**src/rtl/sysreg_pkg.sv**
```systemverilog
package sysreg_pkg;
  localparam int IDX_W     = 32;
  localparam int HALF_W    = 32;
  localparam int DATA_W    = 2 * HALF_W;
  localparam int CANON_MSB = 47;
  localparam int CAP_COUNT = 12;
  localparam int CAP_SEL_W = 4;

  typedef enum logic [3:0] {
    SL_SC_SEL   = 4'd0,
    SL_SC_TGT   = 4'd1,
    SL_SC_CMP   = 4'd2,
    SL_FMASK    = 4'd3,
    SL_SEG_A    = 4'd4,
    SL_SEG_B    = 4'd5,
    SL_SEG_SWAP = 4'd6,
    SL_TS_AUX   = 4'd7,
    SL_ENT_STK  = 4'd8,
    SL_ENT_PC   = 4'd9,
    SL_FEATCTL  = 4'd10,
    SL_NONE     = 4'd15
  } slot_e;

  localparam int NUM_SLOTS = 11;
  localparam int SYS_SPAN  = 10;

  typedef enum logic [1:0] {
    CL_UNKNOWN = 2'd0,
    CL_STORE   = 2'd1,
    CL_CAP     = 2'd2
  } class_e;

  typedef struct packed {
    class_e               cls;
    slot_e                slot;
    logic                 canon;
    logic [CAP_SEL_W-1:0] cap_sel;
  } dec_t;

  function automatic logic is_narrow(int s);
    return (s == int'(SL_FMASK)) || (s == int'(SL_TS_AUX)) || (s == int'(SL_FEATCTL));
  endfunction

  function automatic logic is_canon_slot(int s);
    return (s == int'(SL_SC_TGT)) || (s == int'(SL_SC_CMP)) || (s == int'(SL_SEG_A)) ||
           (s == int'(SL_SEG_B)) || (s == int'(SL_SEG_SWAP)) || (s == int'(SL_ENT_STK)) ||
           (s == int'(SL_ENT_PC));
  endfunction

  function automatic logic [DATA_W-1:0] cap_value(logic [CAP_SEL_W-1:0] sel);
    return {32'hCAB0_0000 | {28'h0, sel}, 32'h0000_1000 | {28'h0, sel}};
  endfunction
endpackage

```
**src/rtl/sysreg_decode.sv**
```systemverilog
module sysreg_decode
  import sysreg_pkg::*;
#(
  parameter logic [IDX_W-1:0] SYS_BASE = 32'h0000_0100,
  parameter logic [IDX_W-1:0] FEAT_IDX = 32'h0000_0180,
  parameter logic [IDX_W-1:0] CAP_BASE = 32'h0000_0200
) (
  input  logic [IDX_W-1:0] index,
  input  logic             feat_fastcall,
  input  logic             feat_wide,
  input  logic             feat_tsaux,
  input  logic             feat_virt,
  output dec_t             dec
);
  logic [IDX_W-1:0] sys_off;
  logic [IDX_W-1:0] cap_off;
  slot_e            sys_slot;
  logic             present;

  assign sys_off  = index - SYS_BASE;
  assign cap_off  = index - CAP_BASE;
  assign sys_slot = slot_e'(sys_off[3:0]);

  always_comb begin
    case (sys_slot)
      SL_SC_SEL, SL_ENT_STK, SL_ENT_PC: present = feat_fastcall;
      SL_TS_AUX:                        present = feat_tsaux;
      default:                          present = feat_wide;
    endcase
  end

  always_comb begin
    dec = '{cls: CL_UNKNOWN, slot: SL_NONE, canon: 1'b0, cap_sel: '0};
    if (sys_off < IDX_W'(SYS_SPAN)) begin
      if (present) begin
        dec.cls   = CL_STORE;
        dec.slot  = sys_slot;
        dec.canon = is_canon_slot(int'(sys_slot));
      end
    end else if (index == FEAT_IDX) begin
      dec.cls  = CL_STORE;
      dec.slot = SL_FEATCTL;
    end else if (cap_off < IDX_W'(CAP_COUNT) && feat_virt) begin
      dec.cls     = CL_CAP;
      dec.cap_sel = cap_off[CAP_SEL_W-1:0];
    end
  end
endmodule

```
**src/rtl/sysreg_store.sv**
```systemverilog
module sysreg_store
  import sysreg_pkg::*;
(
  input  logic              clk,
  input  logic              rst_n,
  input  logic              wr_en,
  input  slot_e             wr_slot,
  input  logic [DATA_W-1:0] wr_data,
  input  slot_e             rd_slot,
  output logic [DATA_W-1:0] rd_data,
  output logic              locked
);
  logic [DATA_W-1:0] bank [NUM_SLOTS];

  for (genvar s = 0; s < NUM_SLOTS; s++) begin : g_slot
    logic we;
    assign we = wr_en && (wr_slot == slot_e'(s));

    if (is_narrow(s)) begin : g_narrow
      logic [HALF_W-1:0] q, d;
      always_comb d = we ? wr_data[HALF_W-1:0] : q;
      always_ff @(posedge clk or negedge rst_n) begin
        if (!rst_n) q <= '0;
        else        q <= d;
      end
      assign bank[s] = {{HALF_W{1'b0}}, q};
    end else begin : g_wide
      logic [DATA_W-1:0] q, d;
      always_comb d = we ? wr_data : q;
      always_ff @(posedge clk or negedge rst_n) begin
        if (!rst_n) q <= '0;
        else        q <= d;
      end
      assign bank[s] = q;

      if (is_canon_slot(s)) begin : g_canon

        canon_store_chk: assert property (@(posedge clk) disable iff (!rst_n)
          (&q[DATA_W-1:CANON_MSB]) || !(|q[DATA_W-1:CANON_MSB]));
      end
    end
  end

  always_comb begin
    rd_data = '0;
    for (int s = 0; s < NUM_SLOTS; s++)
      if (rd_slot == slot_e'(s)) rd_data = bank[s];
  end

  assign locked = bank[SL_FEATCTL][0];


  lock_freeze_chk: assert property (@(posedge clk) disable iff (!rst_n)
    locked |=> $stable(bank[SL_FEATCTL]));
endmodule

```
**src/rtl/sysreg_access_ctrl.sv**
```systemverilog
module sysreg_access_ctrl
  import sysreg_pkg::*;
#(
  parameter logic [IDX_W-1:0] SYS_BASE = 32'h0000_0100,
  parameter logic [IDX_W-1:0] FEAT_IDX = 32'h0000_0180,
  parameter logic [IDX_W-1:0] CAP_BASE = 32'h0000_0200
) (
  input  logic              clk,
  input  logic              rst_n,
  input  logic              req_valid,
  input  logic              req_write,
  input  logic [IDX_W-1:0]  req_index,
  input  logic [HALF_W-1:0] req_wdata_lo,
  input  logic [HALF_W-1:0] req_wdata_hi,
  input  logic [1:0]        req_priv,
  input  logic              cfg_ignore_unknown,
  input  logic              feat_fastcall,
  input  logic              feat_wide,
  input  logic              feat_tsaux,
  input  logic              feat_virt,
  output logic              rsp_valid,
  output logic              rsp_fault,
  output logic [HALF_W-1:0] rsp_rdata_lo,
  output logic [HALF_W-1:0] rsp_rdata_hi
);
  dec_t              dec;
  logic [DATA_W-1:0] wdata;
  logic [DATA_W-1:0] store_rd;
  logic              locked;
  logic              canon_ok;
  logic              wr_en;
  logic              fault_d;
  logic [DATA_W-1:0] data_d;
  logic              valid_q, fault_q;
  logic [DATA_W-1:0] data_q;

  sysreg_decode #(.SYS_BASE(SYS_BASE), .FEAT_IDX(FEAT_IDX), .CAP_BASE(CAP_BASE)) u_decode (
    .index         (req_index),
    .feat_fastcall (feat_fastcall),
    .feat_wide     (feat_wide),
    .feat_tsaux    (feat_tsaux),
    .feat_virt     (feat_virt),
    .dec           (dec)
  );

  sysreg_store u_store (
    .clk     (clk),
    .rst_n   (rst_n),
    .wr_en   (wr_en),
    .wr_slot (dec.slot),
    .wr_data (wdata),
    .rd_slot (dec.slot),
    .rd_data (store_rd),
    .locked  (locked)
  );

  assign wdata    = {req_wdata_hi, req_wdata_lo};
  assign canon_ok = (&wdata[DATA_W-1:CANON_MSB]) || !(|wdata[DATA_W-1:CANON_MSB]);

  always_comb begin
    fault_d = 1'b0;
    data_d  = '0;
    wr_en   = 1'b0;
    if (req_valid) begin
      if (req_priv != 2'd0) begin
        fault_d = 1'b1;
      end else begin
        case (dec.cls)
          CL_STORE: begin
            if (req_write) begin
              if (dec.slot == SL_FEATCTL && locked) fault_d = 1'b1;
              else if (dec.canon && !canon_ok)       fault_d = 1'b1;
              else                                   wr_en   = 1'b1;
            end else begin
              data_d = store_rd;
            end
          end
          CL_CAP: begin
            if (req_write) fault_d = 1'b1;
            else           data_d  = cap_value(dec.cap_sel);
          end
          default: fault_d = !cfg_ignore_unknown;
        endcase
      end
    end
  end

  always_ff @(posedge clk or negedge rst_n) begin
    if (!rst_n) begin
      valid_q <= 1'b0;
      fault_q <= 1'b0;
      data_q  <= '0;
    end else begin
      valid_q <= req_valid;
      if (req_valid) begin
        fault_q <= fault_d;
        data_q  <= data_d;
      end
    end
  end

  assign rsp_valid    = valid_q;
  assign rsp_fault    = fault_q;
  assign rsp_rdata_lo = data_q[HALF_W-1:0];
  assign rsp_rdata_hi = data_q[DATA_W-1:HALF_W];


  rsp_pulse_chk: assert property (@(posedge clk) disable iff (!rst_n)
    req_valid |=> rsp_valid);

  rsp_idle_chk: assert property (@(posedge clk) disable iff (!rst_n)
    !req_valid |=> !rsp_valid);

  priv_fault_chk: assert property (@(posedge clk) disable iff (!rst_n)
    (req_valid && req_priv != 2'd0) |=> rsp_fault);

  fault_zero_chk: assert property (@(posedge clk) disable iff (!rst_n)
    (rsp_valid && rsp_fault) |-> (rsp_rdata_lo == '0 && rsp_rdata_hi == '0));

  cap_ro_chk: assert property (@(posedge clk) disable iff (!rst_n)
    (req_valid && req_write && req_priv == 2'd0 && dec.cls == CL_CAP) |=> rsp_fault);
endmodule

```
**config.mk**
```make
export PLATFORM = sky130hd
export DESIGN_NAME = sysreg_access_ctrl
export DESIGN_NICKNAME = d
export VERILOG_FILES = /design/src/rtl/sysreg_pkg.sv /design/src/rtl/sysreg_decode.sv /design/src/rtl/sysreg_store.sv /design/src/rtl/sysreg_access_ctrl.sv
export SDC_FILE = /design/constraint.sdc
export NUM_CORES = 2
export LEC_CHECK = 0
export ABC_AREA = 1
export CAP_MARGIN = 15
export CORE_MARGIN = 2
export CORE_UTILIZATION = 45
export DETAILED_ROUTE_END_ITERATION = 7
export PLACE_DENSITY_LB_ADDON = 0.3
export SYNTH_ARGS = -nofsm -noshare
export SYNTH_HDL_FRONTEND = slang
export SYNTH_HIERARCHICAL = 1
export SYNTH_SLANG_ARGS = --single-unit
```
**constraint.sdc**
```tcl
create_clock -name clk -period 3.5 [get_ports clk]
set_clock_uncertainty 0.2 [all_clocks]
set_input_delay 0.35 -clock clk [delete_from_list [all_inputs] [get_ports clk]]
set_output_delay 0.35 -clock clk [all_outputs]
set_load 0.01 [all_outputs]
```
==> results.py <==
metrics = {
    "status": {
        "outcome": "finished clean",
    },
    "sta": {
        "worst_pin_slew_ns": 0.984,
        "fin_ws_ns": 0.0852,
        "setup_violations": 0,
        "final.period_utilization_pct": 97.6,
        "drv_slew": 0,
        "fin_crit_ns": 3.41,
        "fmax_mhz": 293,
        "relSlewSlack_pct": 34.4,
        "hold_violations": 0,
    },
    "die": {
        "die-area_um2": 69500,
        "core_area_um2": 66900,
        "dieWidth_um": 264,
        "ios": 173,
        "row_count": 95,
        "dieHeight_um": 264,
        "start_util_pct": 45.3,
    },
    "synthesis": {
        "yosysWarningCount": 6,
        "syn_area_um2": 30300,
        "netlist.area_leader.share_pct": 55.6,
        "synth_top_cells_by_area": "dfrtp_1, nand2_1, o21ai_0",
        "synth-edff-count": 0,
        "syn_inst": 3653,
        "synth_commonest_cells": "nand2_1, dfrtp_1, o21ai_0, nor2_1, inv_1",
        "yosys.area.top_type": "dfrtp_1",
        "synth_fp_nets": 3763,
        "synth-main-ff-cell": "dfrtp_1",
        "ys_ff_latch": 674,
        "ys_async_sr_fraction_pct": 100,
        "synth_cell_types": 40,
        "yosysMostFrequentCell": "nand2_1",
        "synth.avg_cell_area_um2": 8.30,
        "yosysSeqAreaShare_pct": 55.6,
    },
    "route": {
        "first_pass_iters": 6,
        "dr_wl_met3_mm": 6.69,
        "wl_met2_mm": 44.7,
        "drc": 0,
        "routed-via-count": 26800,
        "wl_per_cell_um": 19.3,
        "wirelength_met1_mm": 41.1,
        "wl_mm": 95.5,
        "drt-initial-drc-count": 2750,
        "maxUsedRoutingLayer": "met4",
        "antenna_left": 0,
        "viasPerCell": 5.41,
    },
    "layout": {
        "drive_gt1_share_pct": 14.9,
        "synthToLayoutAreaGrowth_pct": 29.2,
        "fin_util_pct": 58.5,
        "nNetsFinal": 4135,
        "stdcell_count": 4956,
    },
    "hold_path": {
        "hold_class": "input pin to flop",
        "whs_path_depth": 1,
    },
    "critical_path": {
        "worstPathRequired_ns": 3.82,
        "reg2reg_depth": 10,
        "cp_max_fo": 20,
        "arrival_ns": 3.74,
        "path_cells": "dlygate4sd2_1, nor2_4, nand2_1, nor2_4, nand2_1, xor2_1, nand3_2, nor2_4, buf_6, nand3_4, buf_4, nor3_2, nand3_1, nand2_4, nor3_4, buf_4, buf_4, nand3_4, buf_12, buf_12, nand2_1, o21ai_0",
        "slowest_delay_ns": 0.31,
        "critPathBufInv": 7,
        "cp-start-kind": "input pin",
        "endpoint_kind": "flop",
        "slowest_stage": "dlygate4sd2_1",
        "path_depth": 22,
        "critPathKind": "input pin to flop",
        "cp_top_family": "simple AND/OR/NAND/NOR gates",
    },
    "cts": {
        "clockBufferDepth": 3,
        "cts_root_buffer": "clkbuf_16",
        "cts_tree": "done",
        "clkSinkCount": 674,
        "cts_buffers": 72,
        "clock_latency_ns": 0.61,
        "cts_max_level": 3,
        "clk_pin_slew_worst_paths_ns": 0.06,
    },
    "job": {
        "drv_cap": 0,
    },
    "power": {
        "p_leak_nw": 18.5,
        "p_per_area_nw_per_um2": 411,
        "ir_drop_mv": 0.295,
        "finalPower_mw": 16.1,
    },
    "grt": {
        "grt_pass1_wl_mm": 145,
        "track_usage_pct": 26.3,
        "grt_pass1_vias": 25600,
        "grt-ovfl-total": 0,
        "antenna_found_initial": 2,
        "grt_start_max_net_pins": 118,
    },
    "placed_design": {
        "dp_cells": 4781,
        "routabilityCongestion": 0.927,
        "dp_slack_ns": -0.776,
        "port_buffers": 172,
        "dp_hpwl_mm": 61.4,
    },
}
[cell usage in the layout (no fill, tap or decap), types with 33 or more instances in the layout]
cell	instances
nand2_1	1002
dfrtp_1	674
o21ai_0	506
nor2_1	289
buf_4	221
inv_1	219
nand3_1	199
a21oi_1	163
clkdlybuf4s50_1	151
buf_12	97
nand4_1	90
clkbuf_16	90
a22o_1	48
o22ai_1	37
nor2_4	33
[routing by layer]
layer	track usage, %	vias up
met3	4.42	185
li1	-	12700
met5	0	-
met1	36.4	13000
met4	8.76	0
met2	42.3	946
[area by class of cell]
class / instances / area [um^2]
clock buffers: 114 / 2220
clock inverters: 17 / 153
repair buffers: 519 / 5900
diodes: 1 / 2.50
multi-input cells: 2516 / 12000
inverters: 242 / 917
flip-flops and latches: 674 / 16900
fillers: 5862 / 27700
well taps: 873 / 1090
[logic make-up (layout without fill, tap and decap cells)]
logic type | after synthesis | after routing | share of synthesized area, %
and+or+nand+nor | 1719 | 1721 | 24.2
DFF | 674 | 674 | 55.6
adders and majority gates | 3 | 3 | 0.124
buffers and inverters | 465 | 892 | 6.20
AOI/OAI and AO/OA | 788 | 788 | 13.8
xor gates and xnor gates | 4 | 4 | 0.115
other | 0 | 1 | 0
[timing repair]
action / in CTS / in global routing
buffers inserted: 5 / 18
pin swaps: 3 / 40
resized for setup: 21 / 79
hold buffers: 2 / 0
endpoints found under the setup margin: 170 / 669
gates cloned: 2 / 17
hold endpoints to repair: 505 / 0
[power breakdown]
part | leakage (nW) | internal [mW] | switching (mW) | total, mW
sequential | 9.03 | 7.79 | 0.000971 | 7.79
combinational | 8.35 | 0.222 | 0.436 | 0.659
clock | 1.16 | 4.50 | 3.16 | 7.66
total | 18.5 | 12.5 | 3.60 | 16.1
[metrics by stage]
stage	TNS (ns)	area, um^2	hold WS [ns]
floorplan	-4.51	30600	-0.146
global placement	-382.47	35900	0.0265
detailed placement	-397.63	35900	0.0252
CTS	0	38400	0.109
global route	-0.747	39200	0.122
finish	0	39200	0.134
[worst paths after layout]
| path | slack (ns) | start | end |
|---|---|---|---|
| min in group asynchronous | 0.22 | rst_n | u_store/g_slot[2].g_wide.q[27] |
| max in group asynchronous | 1.59 | rst_n | u_store/g_slot[1].g_wide.q[16] |
| min | 0.13 | req_valid | rsp_valid |
| max reg2reg | 1.32 | u_store/g_slot[10].g_narrow.q[0] | u_store/g_slot[5].g_wide.q[19] |
| min reg2reg | 0.28 | u_store/g_slot[8].g_wide.q[25] | u_store/g_slot[8].g_wide.q[25] |
| max | 0.09 | req_index[12] | u_store/g_slot[2].g_wide.q[23] |
[worst reg2reg max path: stages (launching register included)]
cell	delay, ns
dfrtp_1	0.42
nand3_2	0.12
nand2_4	0.06
nor3_4	0.18
nand3b_1	0.11
buf_6	0.15
nor3_4	0.25
buf_6	0.16
clkbuf_16	0.17
clkbuf_16	0.16
a21oi_1	0.06
[sequential cells by signal, indices dropped and copies added, names as in the netlist]
name / cells
u_store/g_slot.g_wide.q: 512
u_store/g_slot.g_narrow.q: 96
rsp_fault: 1
data_q: 64
rsp_valid: 1
Note: power is estimated with default switching activity, not from simulation.
